## config.mk

```make
export PLATFORM = sky130hd
export DESIGN_NAME = rtt_probe
export DESIGN_NICKNAME = d
export VERILOG_FILES = /design/src/rtl/rtt_pkg.sv /design/src/rtl/rtt_sat_counter.sv /design/src/rtl/rtt_initiator.sv /design/src/rtl/rtt_responder.sv /design/src/rtl/rtt_regs.sv /design/src/rtl/rtt_probe.sv
export SDC_FILE = /design/constraint.sdc
export NUM_CORES = 1
export LEC_CHECK = 0
export CORE_MARGIN = 2
export CORE_UTILIZATION = 51
export DETAILED_ROUTE_END_ITERATION = 8
export PLACE_DENSITY = 0.88
export SLEW_MARGIN = 20
export SYNTH_ARGS = -nofsm -noshare
export SYNTH_HDL_FRONTEND = slang
export SYNTH_SLANG_ARGS = --single-unit
export TNS_END_PERCENT = 100
```

## constraint.sdc

```tcl
create_clock -name clk -period 6.3 [get_ports clk]
set_clock_uncertainty 0.15 [all_clocks]
set_input_delay 1.26 -clock clk [delete_from_list [all_inputs] [get_ports clk]]
set_output_delay 1.26 -clock clk [all_outputs]
set_load 0.02 [all_outputs]
```

## src/rtl/rtt_pkg.sv

```systemverilog
package rtt_pkg;

   localparam int REG_AW = 2;
   localparam int REG_DW = 32;

   localparam logic [REG_AW-1:0] ADDR_CTRL   = 2'd0;
   localparam logic [REG_AW-1:0] ADDR_STATUS = 2'd1;
   localparam logic [REG_AW-1:0] ADDR_COUNT  = 2'd2;
   localparam logic [REG_AW-1:0] ADDR_TAG    = 2'd3;

   localparam int CTRL_GO_BIT   = 0;
   localparam int CTRL_MODE_BIT = 1;

   localparam int STAT_BUSY_BIT = 0;
   localparam int STAT_DONE_BIT = 1;
   localparam int STAT_TMO_BIT  = 2;
   localparam int STAT_MIS_BIT  = 3;

   typedef enum logic [1:0] {
      PR_IDLE = 2'd0,
      PR_SEND = 2'd1,
      PR_WAIT = 2'd2
   } probe_state_e;

   typedef struct packed {
      logic busy;
      logic done;
      logic timeout;
      logic mismatch;
   } probe_flags_t;

endpackage

```

## src/rtl/rtt_sat_counter.sv

```systemverilog
module rtt_sat_counter #(
   parameter int CNT_W = 32
) (
   input  logic             clk,
   input  logic             rst_n,
   input  logic             clr,
   input  logic             en,
   output logic [CNT_W-1:0] cnt,
   output logic             last_step,
   output logic             sat
);
   localparam logic [CNT_W-1:0] CNT_MAX  = {CNT_W{1'b1}};
   localparam logic [CNT_W-1:0] CNT_LAST = CNT_MAX - 1'b1;

   logic [CNT_W-1:0] cnt_q;

   always_ff @(posedge clk) begin
      if (!rst_n)           cnt_q <= '0;
      else if (clr)         cnt_q <= '0;
      else if (en && !sat)  cnt_q <= cnt_q + 1'b1;
   end

   assign cnt       = cnt_q;
   assign sat       = (cnt_q == CNT_MAX);
   assign last_step = (cnt_q == CNT_LAST);

   AST_SAT_HOLDS: assert property (@(posedge clk) disable iff (!rst_n)
      (sat && !clr) |=> sat) else $error("counter left saturation");

   AST_COUNT_STEP: assert property (@(posedge clk) disable iff (!rst_n)
      (en && !clr && !sat) |=> (cnt == $past(cnt) + 1'b1)) else $error("counter step");

endmodule

```

## src/rtl/rtt_initiator.sv

```systemverilog
module rtt_initiator
   import rtt_pkg::*;
#(
   parameter int DATA_W = 32,
   parameter int TAG_W  = 8,
   parameter int CNT_W  = 32
) (
   input  logic              clk,
   input  logic              rst_n,
   input  logic              start,
   input  logic              tx_full,
   output logic              tx_wr,
   output logic [DATA_W-1:0] tx_data,
   input  logic              rx_empty,
   output logic              rx_rd,
   input  logic [DATA_W-1:0] rx_data,
   output probe_flags_t      flags,
   output logic [CNT_W-1:0]  result,
   output logic [TAG_W-1:0]  tag
);
   localparam logic [CNT_W-1:0] CNT_MAX = {CNT_W{1'b1}};
   localparam int PAD_W = DATA_W - TAG_W;

   probe_state_e     state_q;
   logic [TAG_W-1:0] tag_q;
   logic [CNT_W-1:0] result_q;
   logic             done_q, tmo_q, mis_q;

   logic [CNT_W-1:0] cnt;
   logic             last_step, sat;
   logic             accept, wait_st, match, stray, tmo_hit, go;

   assign go      = start && (state_q == PR_IDLE);
   assign tx_wr   = (state_q == PR_SEND) && !tx_full;
   assign accept  = tx_wr;
   assign wait_st = (state_q == PR_WAIT);
   assign rx_rd   = wait_st && !rx_empty;
   assign match   = rx_rd && (rx_data[TAG_W-1:0] == tag_q);
   assign stray   = rx_rd && !match;
   assign tmo_hit = wait_st && !match && (last_step || sat);
   assign tx_data = {{PAD_W{1'b0}}, tag_q};

   rtt_sat_counter #(.CNT_W(CNT_W)) u_cnt (
      .clk       (clk),
      .rst_n     (rst_n),
      .clr       (accept),
      .en        (wait_st),
      .cnt       (cnt),
      .last_step (last_step),
      .sat       (sat)
   );

   always_ff @(posedge clk) begin
      if (!rst_n) begin
         state_q  <= PR_IDLE;
         tag_q    <= '0;
         result_q <= '0;
         done_q   <= 1'b0;
         tmo_q    <= 1'b0;
         mis_q    <= 1'b0;
      end else begin
         unique case (state_q)
            PR_IDLE: if (go) begin
               state_q <= PR_SEND;
               tag_q   <= tag_q + 1'b1;
               done_q  <= 1'b0;
               tmo_q   <= 1'b0;
               mis_q   <= 1'b0;
            end
            PR_SEND: if (accept) state_q <= PR_WAIT;
            PR_WAIT: begin
               if (match) begin
                  state_q  <= PR_IDLE;
                  done_q   <= 1'b1;
                  result_q <= cnt + 1'b1;
               end else if (tmo_hit) begin
                  state_q  <= PR_IDLE;
                  tmo_q    <= 1'b1;
                  result_q <= CNT_MAX;
               end
               if (stray) mis_q <= 1'b1;
            end
            default: state_q <= PR_IDLE;
         endcase
      end
   end

   assign flags.busy     = (state_q != PR_IDLE);
   assign flags.done     = done_q;
   assign flags.timeout  = tmo_q;
   assign flags.mismatch = mis_q;
   assign result         = result_q;
   assign tag            = tag_q;

   AST_ONE_WORD: assert property (@(posedge clk) disable iff (!rst_n)
      tx_wr |=> !tx_wr) else $error("second outbound word");

   AST_NO_WR_FULL: assert property (@(posedge clk) disable iff (!rst_n)
      tx_wr |-> !tx_full) else $error("write while full");

   AST_BUSY_START_IGNORED: assert property (@(posedge clk) disable iff (!rst_n)
      (flags.busy && start) |=> (tag == $past(tag))) else $error("start taken while busy");

   AST_STRAY_CONTINUES: assert property (@(posedge clk) disable iff (!rst_n)
      (stray && !tmo_hit) |=> flags.busy) else $error("stray reply ended run");

   AST_MATCH_ENDS: assert property (@(posedge clk) disable iff (!rst_n)
      match |=> (!flags.busy && flags.done)) else $error("match did not end run");

   AST_IDLE_NO_READ: assert property (@(posedge clk) disable iff (!rst_n)
      !flags.busy |-> !rx_rd) else $error("read while idle");

   AST_TIMEOUT_ALL_ONES: assert property (@(posedge clk) disable iff (!rst_n)
      $rose(flags.timeout) |-> (result == CNT_MAX)) else $error("timeout count");

endmodule

```

## src/rtl/rtt_responder.sv

```systemverilog
module rtt_responder #(
   parameter int DATA_W = 32
) (
   input  logic              en,
   input  logic              rx_empty,
   input  logic [DATA_W-1:0] rx_data,
   output logic              rx_rd,
   input  logic              tx_full,
   output logic              tx_wr,
   output logic [DATA_W-1:0] tx_data
);
   logic pass;

   assign pass    = en && !rx_empty && !tx_full;
   assign rx_rd   = pass;
   assign tx_wr   = pass;
   assign tx_data = rx_data;

endmodule

```

## src/rtl/rtt_regs.sv

```systemverilog
module rtt_regs
   import rtt_pkg::*;
#(
   parameter int CNT_W   = 32,
   parameter int TAG_W   = 8,
   parameter bit RESP_EN = 1'b1
) (
   input  logic              clk,
   input  logic              rst_n,
   input  logic              reg_we,
   input  logic [REG_AW-1:0] reg_addr,
   input  logic [REG_DW-1:0] reg_wdata,
   output logic [REG_DW-1:0] reg_rdata,
   input  probe_flags_t      flags,
   input  logic [CNT_W-1:0]  result,
   input  logic [TAG_W-1:0]  tag,
   output logic              start,
   output logic              resp_mode
);
   logic ctrl_wr;

   assign ctrl_wr = reg_we && (reg_addr == ADDR_CTRL) && !flags.busy;
   assign start   = ctrl_wr && reg_wdata[CTRL_GO_BIT] && !reg_wdata[CTRL_MODE_BIT];

   generate
      if (RESP_EN) begin : g_mode
         logic mode_q;
         always_ff @(posedge clk) begin
            if (!rst_n)       mode_q <= 1'b0;
            else if (ctrl_wr) mode_q <= reg_wdata[CTRL_MODE_BIT];
         end
         assign resp_mode = mode_q;
      end else begin : g_no_mode
         assign resp_mode = 1'b0;
      end
   endgenerate

   always_comb begin
      reg_rdata = '0;
      unique case (reg_addr)
         ADDR_CTRL:   reg_rdata[CTRL_MODE_BIT] = resp_mode;
         ADDR_STATUS: begin
            reg_rdata[STAT_BUSY_BIT] = flags.busy;
            reg_rdata[STAT_DONE_BIT] = flags.done;
            reg_rdata[STAT_TMO_BIT]  = flags.timeout;
            reg_rdata[STAT_MIS_BIT]  = flags.mismatch;
         end
         ADDR_COUNT:  reg_rdata[CNT_W-1:0] = result;
         ADDR_TAG:    reg_rdata[TAG_W-1:0] = tag;
         default:     reg_rdata = '0;
      endcase
   end

   AST_MODE_FROZEN_BUSY: assert property (@(posedge clk) disable iff (!rst_n)
      flags.busy |=> $stable(resp_mode)) else $error("mode changed while busy");

endmodule

```

## src/rtl/rtt_probe.sv

```systemverilog
module rtt_probe
   import rtt_pkg::*;
#(
   parameter int DATA_W  = 32,
   parameter int TAG_W   = 8,
   parameter int CNT_W   = 32,
   parameter bit RESP_EN = 1'b1
) (
   input  logic              clk,
   input  logic              rst_n,
   input  logic              reg_we,
   input  logic [1:0]        reg_addr,
   input  logic [31:0]       reg_wdata,
   output logic [31:0]       reg_rdata,
   input  logic              tx_full,
   output logic              tx_wr,
   output logic [DATA_W-1:0] tx_data,
   input  logic              rx_empty,
   output logic              rx_rd,
   input  logic [DATA_W-1:0] rx_data
);
   generate
      if (CNT_W < 16 || CNT_W > REG_DW) begin : g_bad_cnt
         $error("CNT_W must lie between 16 and the register width");
      end
      if (TAG_W < 1 || TAG_W >= DATA_W) begin : g_bad_tag
         $error("TAG_W must be at least 1 and below DATA_W");
      end
   endgenerate

   probe_flags_t      flags;
   logic [CNT_W-1:0]  result;
   logic [TAG_W-1:0]  tag;
   logic              start, resp_mode;

   logic              i_tx_wr, i_rx_rd;
   logic [DATA_W-1:0] i_tx_data;
   logic              r_tx_wr, r_rx_rd;
   logic [DATA_W-1:0] r_tx_data;

   rtt_regs #(.CNT_W(CNT_W), .TAG_W(TAG_W), .RESP_EN(RESP_EN)) u_regs (
      .clk       (clk),
      .rst_n     (rst_n),
      .reg_we    (reg_we),
      .reg_addr  (reg_addr),
      .reg_wdata (reg_wdata),
      .reg_rdata (reg_rdata),
      .flags     (flags),
      .result    (result),
      .tag       (tag),
      .start     (start),
      .resp_mode (resp_mode)
   );

   rtt_initiator #(.DATA_W(DATA_W), .TAG_W(TAG_W), .CNT_W(CNT_W)) u_init (
      .clk      (clk),
      .rst_n    (rst_n),
      .start    (start),
      .tx_full  (tx_full),
      .tx_wr    (i_tx_wr),
      .tx_data  (i_tx_data),
      .rx_empty (rx_empty),
      .rx_rd    (i_rx_rd),
      .rx_data  (rx_data),
      .flags    (flags),
      .result   (result),
      .tag      (tag)
   );

   generate
      if (RESP_EN) begin : g_resp
         rtt_responder #(.DATA_W(DATA_W)) u_resp (
            .en       (resp_mode),
            .rx_empty (rx_empty),
            .rx_data  (rx_data),
            .rx_rd    (r_rx_rd),
            .tx_full  (tx_full),
            .tx_wr    (r_tx_wr),
            .tx_data  (r_tx_data)
         );
      end else begin : g_no_resp
         assign r_rx_rd   = 1'b0;
         assign r_tx_wr   = 1'b0;
         assign r_tx_data = '0;
      end
   endgenerate

   assign tx_wr   = resp_mode ? r_tx_wr   : i_tx_wr;
   assign tx_data = resp_mode ? r_tx_data : i_tx_data;
   assign rx_rd   = resp_mode ? r_rx_rd   : i_rx_rd;

   AST_ECHO_PAIRED: assert property (@(posedge clk) disable iff (!rst_n)
      resp_mode |-> (rx_rd == tx_wr)) else $error("echo unpaired");

   AST_ECHO_DATA: assert property (@(posedge clk) disable iff (!rst_n)
      (resp_mode && tx_wr) |-> (tx_data == rx_data)) else $error("echo data");

   AST_NO_READ_EMPTY: assert property (@(posedge clk) disable iff (!rst_n)
      rx_rd |-> !rx_empty) else $error("read while empty");

   AST_ECHO_NOT_BUSY: assert property (@(posedge clk) disable iff (!rst_n)
      resp_mode |-> !flags.busy) else $error("busy in responder mode");

endmodule

```

Word-level counts from Yosys, hierarchy flattened
Index checks and enable logic that the tools add are counted.
{ "word_totals": {"register_bits": 78, "in_bits": 71, "output_inout_bits": 66, "word_cells": 82} }
{ "classes": {"n_addsub": 2, "eq_ne": 15, "mux": 23, "n_bitwise": 1, "n_reduce_logical": 33} }
{ "ops": {"columns": ["cell", "n"], "rows": [
  ["32-bit two-way mux", 3],
  ["32-bit == test (second input constant)", 2],
  ["32-bit by 1-bit adder with 32-bit output (second input constant)", 1],
  ["24-bit two-way mux", 1],
  ["1-bit logical AND", 14],
  ["2-bit one-hot mux with 3 select lines", 2],
  ["3-bit AND reduction", 3],
  ["8-bit by 1-bit adder with 8-bit output (second input constant)", 1],
  ["8-bit == test", 1],
  ["2-bit two-way mux", 4],
  ["2-bit by 1-bit inequality test with 1-bit output (second input constant)", 4],
  ["4-bit one-hot mux with 2 select lines", 1],
  ["1-bit two-way mux", 7],
  ["2-bit == test (second input constant)", 3],
  ["1-bit zero test", 6],
  ["1-bit one-hot mux with 2 select lines", 3],
  ["2-bit nonzero test", 3],
  ["2-bit by 1-bit == test with 1-bit output (second input constant)", 2],
  ["2-bit zero test", 2],
  ["2-bit inequality test (second input constant)", 2],
  ["1-bit one-hot mux with 4 select lines", 1],
  ["2-bit AND reduction", 2],
  ["4-bit AND reduction", 1],
  ["3-bit by 1-bit inequality test with 1-bit output (second input constant)", 1],
  ["4 further kinds", 4]
]} }

Longest topological paths before layout
Gate-level depths: netlist (run 1).
{ "depth": {"depth_word": 9, "ltp_mapped": 9} }

By module
From an unflattened synthesis (run 1), not the netlist that was laid out.
{ "hier_totals": {"hier_cells": 651, "hier_area_um2": 5753.0} }
{ "by_module_without_submodules": {"columns": ["module", "instances", "cells_per_inst", "area_per_inst_um2"], "rows": [
  ["rtt_initiator", 1, 329, 2859.0],
  ["rtt_sat_counter", 1, 199, 1664.1],
  ["rtt_probe", 1, 38, 566.8],
  ["rtt_regs", 1, 51, 402.9],
  ["rtt_responder", 1, 34, 260.2]
]} }

Least setup slack after synthesis (run 1)
No wires, ideal clock.
{ "synth_timing": {"kind": "in2out", "start": "in reg_addr[0]", "end": "out reg_rdata[1]", "arrival_ns": 2.231, "path_slack_ns": 2.659, "path_stages": 2, "n_path_buf": 1, "cell_sequence": "clkbuf_1 -> mux4_2"} }
{ "synth_between": {"elab_chain_cells": 2, "elab_cells_between_ends": 5, "cone_classes": "3 x eq/ne; 1 x mux; 1 x reduce/logical"} }
{ "synth_lines": {"columns": ["item", "line", "rtl"], "rows": [
  ["start: declaration", "rtt_probe.sv:12", "input logic [1:0] reg_addr,"],
  ["2-bit == test, or another cell as far along", "rtt_regs.sv:40", "unique case (reg_addr)"],
  ["1-bit one-hot mux with 4 select lines (*)", "rtt_regs.sv:40", null],
  ["end: declaration", "rtt_probe.sv:14", "output logic [31:0] reg_rdata,"]
]} }
Mark *: on every way between the ends. The rest lies on a longest branch, timed or not.

Worst setup path after layout (run 1)
{ "layout_timing": {"start": "in reg_addr[1]", "end": "out reg_rdata[17]"} }
{ "layout_between": {"elab_chain_cells": 2} }
{ "layout_lines": {"columns": ["item", "line"], "rows": [
  ["2-bit == test", "rtt_regs.sv:40"],
  ["24-bit two-way mux", "rtt_regs.sv:40"]
]} }
Every way passes these cells.

==> run metrics, run 1 <==
die height=97.3 um; setup violators final=0; VDD IR max=between 0.1 and 0.15 mV; Setup WS post-layout=between 1000 and 1500 ps; RSZ-0062 raised after global routing=no; Post-synth EDFFs=0; n_diodes=0; cell type with the largest total area after synthesis=dfxtp_1; fin crit share=82.8%; Synth Cell Area=4440 um^2; clk root buf=clkbuf_8; # DRC=0; Initial Util=51.6%; Mapped Cells=501; PortBufs=106; clk_lat worst skew=~360 ps; critical path data arrival time=roughly 3800 ps; critical path's slowest cell=clkdlybuf4s50_1; Flop pwr share=51.8%; Worst Path Buf+Inv=3; crit start category=input port; Slew Limit Fails=0; Post-CTS Setup Inserts=0; Final nets=between 600 and 700; DRT antenna net count=0; Final Instance Count excl. Fillers=699; pre-CTS WS=between 1000 and 1500 ps; worst-case reg-to-reg path depth=6; family with the most delay on the worst path=buffers and inverters; synth unique cells=slightly above 50; Pwr Density=167 nW/um^2; clock sink count=78; WP depth=5; DRT iter0 DRCs=between 300 and 400; global-route wire length before repair=19800 um; vias in the first global route=~4000; Final Util=66.7%; Die W=97.3 um; FF-to-FF End=u_init.result[0]; pin count of the biggest net entering global routing=49; layout cells sized above 1=13.0%; critical-path cell list=clkdlybuf4s50_1 -> nor2b_1 -> buf_4 -> and2_1 -> clkdlybuf4s50_1; Rows=34; most frequent cell after synthesis=dfxtp_1; maximum clock insertion buffer count=2; Slew @ Worst Pin=around 1100 ps; core area=8590 um^2; Sum Neg Setup Slack=0 ps; H-tree levels=3; routability congestion estimate=between 0.9 and 1; clock period minus worst slack=between 5000 and 6000 ps; Commonest cells post-synth=dfxtp_1 (78), and2_1 (54), xnor2_1 (37); global route overflow=0; FFs w/ async S/R, synth=0%; crit path capture type=output port; total track usage=25.3%; critical path class=input port to output port; DP Wirelength=8380 um; die area=approximately 9500 um^2; final hold vios=0; DP Cell Count=683; critical path startpoint=reg_addr[1]; Syn Area/Cell=8.85 um^2; CTS clk-pin slew, worst paths=80 ps; Layout Area Growth over Synthesis=29.2%; WL per Instance=around 17 um; CP endpoint=reg_rdata[17]; crit-path max FO=15; Synth Flop Type=dfxtp_1; Reg-to-Reg Start=u_init.u_cnt.cnt[12]; synth warn=0; most frequent cell on the critical path=clkdlybuf4s50_1; via count=4259; DRT Pass-1 Iters=5; Yosys reg bits=78; Vias/cell=roughly 6.1; Worst Path Required=between 4000 and 5000 ps; CTS tree=done; clock network power share=40.5%; final WL=about 12000 um; run status=finished, final reports clean; Comb power frac=7.7%; Net Sw Power=between 200 and 250 uW; internal power contribution=721 uW; top cells by area, synth=dfxtp_1 (35%), o221a_2 (8.1%), and2_1 (7.6%); post-cts sizing count=0; register area share after synthesis=35.2%; Synth top area share=about a third; r2r setup slk=3130 ps; Slew headroom=27.9%; Hold Slack=316 ps; Max Freq=approximately 0.19 GHz; initial antenna violation count=0; hold crit path type=register to register; post-synth net total=approximately 580; Lkg Pwr=0.00201 uW; # IOs=roughly 140; Critical Path Max Stage Delay=750 ps; switching part of the total=24.7%; Post-CTS Hold Buffers=0; maxcap violations=0; CTS Buf Count=9
## how the worst min path moves through the flow
stage               slack [ps]           from  depth (start not counted)       endpoint
floorplan                  290  u_init.done_q                          2  u_init.done_q
global placement           300  u_init.done_q                          2  u_init.done_q
detailed placement         310  u_init.done_q                          2  u_init.done_q
CTS                        320  u_init.done_q                          2  u_init.done_q
global route               380  u_init.done_q                          2  u_init.done_q
finish                     320  u_init.done_q                          2  u_init.done_q
## routing by layer
layer	global-route usage [%]	wire length, um	up-vias
met3	4.82	829	30
met1	30.6	5050	2022
met2	44.3	5940	195
met4	10.1	295	0
li1	-	-	2012
met5	0	0	-
## power by group through the flow
stage / logic, uW / registers [uW] / clock network, uW
6_report: 74.0 / 496 / 387
3_5_place_dp: 73.3 / 507 / 0
5_1_grt: 78.5 / 496 / 415
3_3_place_gp: 72.2 / 507 / 0
2_1_floorplan: 31.8 / 505 / 0
4_1_cts: 73.9 / 496 / 392
## cells in the final DEF (no fill, tap or decap), drive strengths merged, types with 2 or more instances in the layout
cell,instances
clkdlybuf4s50,106
dfxtp,78
and2,54
xnor2,37
nand2,35
o221a,32
nand3,21
a21oi,20
o21ai,18
nand4,17
or3,17
nor2,16
or4,13
mux2,12
xor2,9
o211ai,9
clkbuf,9
nor2b,8
nor4,8
nor3,6
and3,6
buf,6
inv,6
and4,5
a21boi,5
mux2i,4
nand2b,4
o31ai,4
ha,3
a22o,2
o21a,2
a31oi,2
clkinv,2
clkinvlp,2
## cells by family after synthesis
kind of cell | after synthesis | synth area share (%)
AO/OA/AOI/OAI | 100 | 18.0
XOR/XNOR | 46 | 9.08
adder cells (fa/ha/maj) | 3 | 0.846
buffers and inverters | 42 | 3.84
flip-flops | 78 | 35.2
multiplexers | 17 | 4.46
AND/OR/NAND/NOR | 215 | 28.6
## registers in the layout (all words and copies together) (netlist names)
register          count
u_init.done_q         1
u_init.mis_q          1
u_init.result        32
u_init.state_q        2
u_init.tag            8
u_init.tmo_q          1
u_init.u_cnt.cnt     32
u_regs.resp_mode      1
## tightest hold or removal path, cell delays in order, from the launching register on
cell	delay, ps
dfxtp_1	320
nand2_1	40
a21boi_0	60
## final cells by class
class	count	area [um^2]
Clock inverter	7	80.1
Clock buffer	9	124
Fill cell	695	2860
Tap cell	108	135
Multi-Input combinational cell	381	2710
Sequential cell	78	1560
Inverter	4	15.0
Timing Repair Buffer	112	1110
## per-stage QoR
stage / cell area [um^2] / total power [uW]
detailed placement: 5530 / 581
floorplan: 4440 / 537
global placement: 5530 / 579
finish: 5730 / 956
global route: 5730 / 990
CTS: 5730 / 961
No activity file was read; power rests on OpenSTA's default activity.
==> inputs of run 2 (changes only) <==
Settings changed: CORE_UTILIZATION 51 to 47, PLACE_DENSITY 0.88 to 0.82.
Clock period 6.3 ns to 5.1 ns, I/O delays scaled along.
==> run 2 against run 1 <==
Effect of this change:
- sequential power grew 23%
- critical path type unchanged
- first-iteration DRC count shrank 9.0%
- clock-buffer cell count is 2 higher
- largest cell class unchanged
- critical endpoint is now reg_rdata[31]
- combinational power is 21% higher
- flip-flop and latch count unchanged
==> run metrics, run 2 (synthesized netlist as in run 1, its figures left out) <==
CTS clk-pin slew, worst paths=80 ps (about the same); DRT iter0 DRCs=294 (was 323); core area=9200 um^2 (was 8590 um^2); Rows=35 (was 34); Final Instance Count excl. Fillers=702 (was 699); post-cts sizing count=0 (unchanged); Flop pwr share=50.2% (was 51.8%); critical-path cell list=clkdlybuf4s50_1 -> nor2b_1 -> buf_4 -> and2_1 -> clkdlybuf4s50_1 (unchanged); Critical Path Max Stage Delay=660 ps (was 750 ps); total track usage=21.9% (was 25.3%); # DRC=0 (unchanged); worst-case reg-to-reg path depth=7 (was 6); PortBufs=106 (unchanged); RSZ-0062 raised after global routing=no (unchanged); Max Freq=0.233 GHz; clk_lat worst skew=350 ps (was 360 ps); Net Sw Power=272 uW (was 236 uW); Slew Limit Fails=0 (unchanged); critical path class=input port to output port (unchanged); DP Cell Count=686 (was 683); DRT Pass-1 Iters=4 (was 5); worst hold path startpoint=u_init.done_q (unchanged); VDD IR max=0.158 mV (was 0.117 mV); Hold Slack=338 ps (was 316 ps); routability congestion estimate=0.878 (was 0.975); hold crit path type=register to register (unchanged); Slew headroom=36.3% (was 27.9%); critical path data arrival time=3120 ps (was 3810 ps); FF-to-FF End=u_init.u_cnt.cnt[29] (was u_init.result[0]); CTS tree=done (unchanged); Vias/cell=5.87 (was 6.09); die height=101 um (was 97.3 um); H-tree levels=3 (unchanged); critical path's slowest cell=clkdlybuf4s50_1 (unchanged); WP depth=5 (unchanged); die area=10200 um^2 (was 9460 um^2); Worst Path Required=3930 ps (was 4890 ps); layout cells sized above 1=13.0% (unchanged); global-route wire length before repair=18100 um (was 19800 um); final hold vios=0 (unchanged); Post-CTS Hold Buffers=0 (unchanged); crit-path max FO=20 (was 15); total power=1220 uW (was 956 uW); Initial Util=48.2% (was 51.6%); crit start category=input port (unchanged); Slew @ Worst Pin=954 ps (was 1070 ps); # IOs=137 (unchanged); Final nets=660 (unchanged); pin count of the biggest net entering global routing=49 (unchanged); via count=4121 (was 4259); maxcap violations=0 (unchanged); vias in the first global route=3694 (was 4045); clock sink count=78 (unchanged); Layout Area Growth over Synthesis=30.0% (was 29.2%); fin crit share=84.1%; final WL=11200 um (was 12100 um); DP Wirelength=8110 um (was 8380 um); crit path capture type=output port (unchanged); Reg-to-Reg Start=u_init.u_cnt.cnt[1] (was u_init.u_cnt.cnt[12]); clk root buf=clkbuf_8 (unchanged); CTS Buf Count=9 (unchanged); Lkg Pwr=0.00202 uW (was 0.00201 uW); clock period minus worst slack=4290 ps; r2r setup slk=2200 ps (was 3130 ps); Filler cells=775 (was 695); internal power contribution=948 uW (was 721 uW); Sum Neg Setup Slack=0 ps (unchanged); WL per Instance=15.9 um (was 17.3 um); Die W=101 um (was 97.3 um); commonest non-fill, non-tap cell in the layout=clkdlybuf4s50_1 (unchanged); switching part of the total=22.3% (was 24.7%); most frequent cell on the critical path=clkdlybuf4s50_1 (unchanged); Hold Path Stages=2 (unchanged); n_diodes=0 (unchanged); Comb power frac=7.4% (was 7.7%); Worst Path Buf+Inv=3 (unchanged); most frequent cells in the layout=clkdlybuf4s50_1 (106), dfxtp_1 (78), and2_1 (54) (unchanged); Pwr Density=212 nW/um^2 (was 167 nW/um^2); run status=finished, final reports clean (unchanged); global route overflow=0 (unchanged); clock network power share=42.4% (was 40.5%); setup violators final=0 (unchanged); Final Util=62.7% (was 66.7%); maximum clock insertion buffer count=2 (unchanged); family with the most delay on the worst path=buffers and inverters (unchanged); DRT antenna net count=0 (unchanged); initial antenna violation count=0 (unchanged); Post-CTS Setup Inserts=0 (unchanged); worst hold path endpoint=u_init.done_q (unchanged)
==> run 2: tightest hold or removal path: stages (launching register included) <==
cell and delay (ps):
dfxtp_1 330, nand2_1 50, a21boi_0 70
==> run 2: layer usage <==
layer / part of all wire [%] / GRT usage, % / up-vias
li1: - / - / 2015
met1: 43 / 27.4 / 1947
met2: 50 / 38.4 / 144
met3: 5.9 / 3.93 / 15
met4: 1.6 / 6.34 / 0
met5: 0 / 0 / -
==> run 2: area by class of cell <==
cell class	instances	area, um^2	share of cell area (%)
Multi-Input combinational cell	381	2720	47.2
Timing Repair Buffer	112	1110	19.2
Sequential cell	78	1560	27.1
Clock inverter	5	82.6	1.43
Inverter	4	15.0	0.260
Tap cell	111	139	2.41
Clock buffer	11	141	2.45
==> run 2: metrics by stage <==
| stage | worst slack (ps) | instance area [um^2] |
|---|---|---|
| 3_3_place_gp | 768 | 5530 |
| 5_1_grt | 640 | 5760 |
| 6_report | 808 | 5760 |
| 2_1_floorplan | 1940 | 4440 |
| 3_5_place_dp | 770 | 5530 |
| 4_1_cts | 766 | 5750 |
==> run 2: power by group through the flow <==
| stage | Sequential (uW) | Combinational, uW | Clock, uW |
|---|---|---|---|
| final | 612 | 89.9 | 518 |
| after global routing | 613 | 95.8 | 546 |
| after CTS | 612 | 89.6 | 523 |
| after detailed placement | 627 | 89.1 | 0 |
| after global placement | 627 | 87.5 | 0 |
| after floorplan | 624 | 39.3 | 0 |
==> run 2: worst max path at each step <==
| stage | startpoint | to |
|---|---|---|
| after floorplan | reg_addr[0] | reg_rdata[1] |
| after global placement | reg_addr[0] | reg_rdata[14] |
| after detailed placement | reg_addr[0] | reg_rdata[31] |
| after CTS | reg_addr[0] | reg_rdata[31] |
| after global routing | reg_addr[0] | reg_rdata[29] |
| final | reg_addr[0] | reg_rdata[31] |
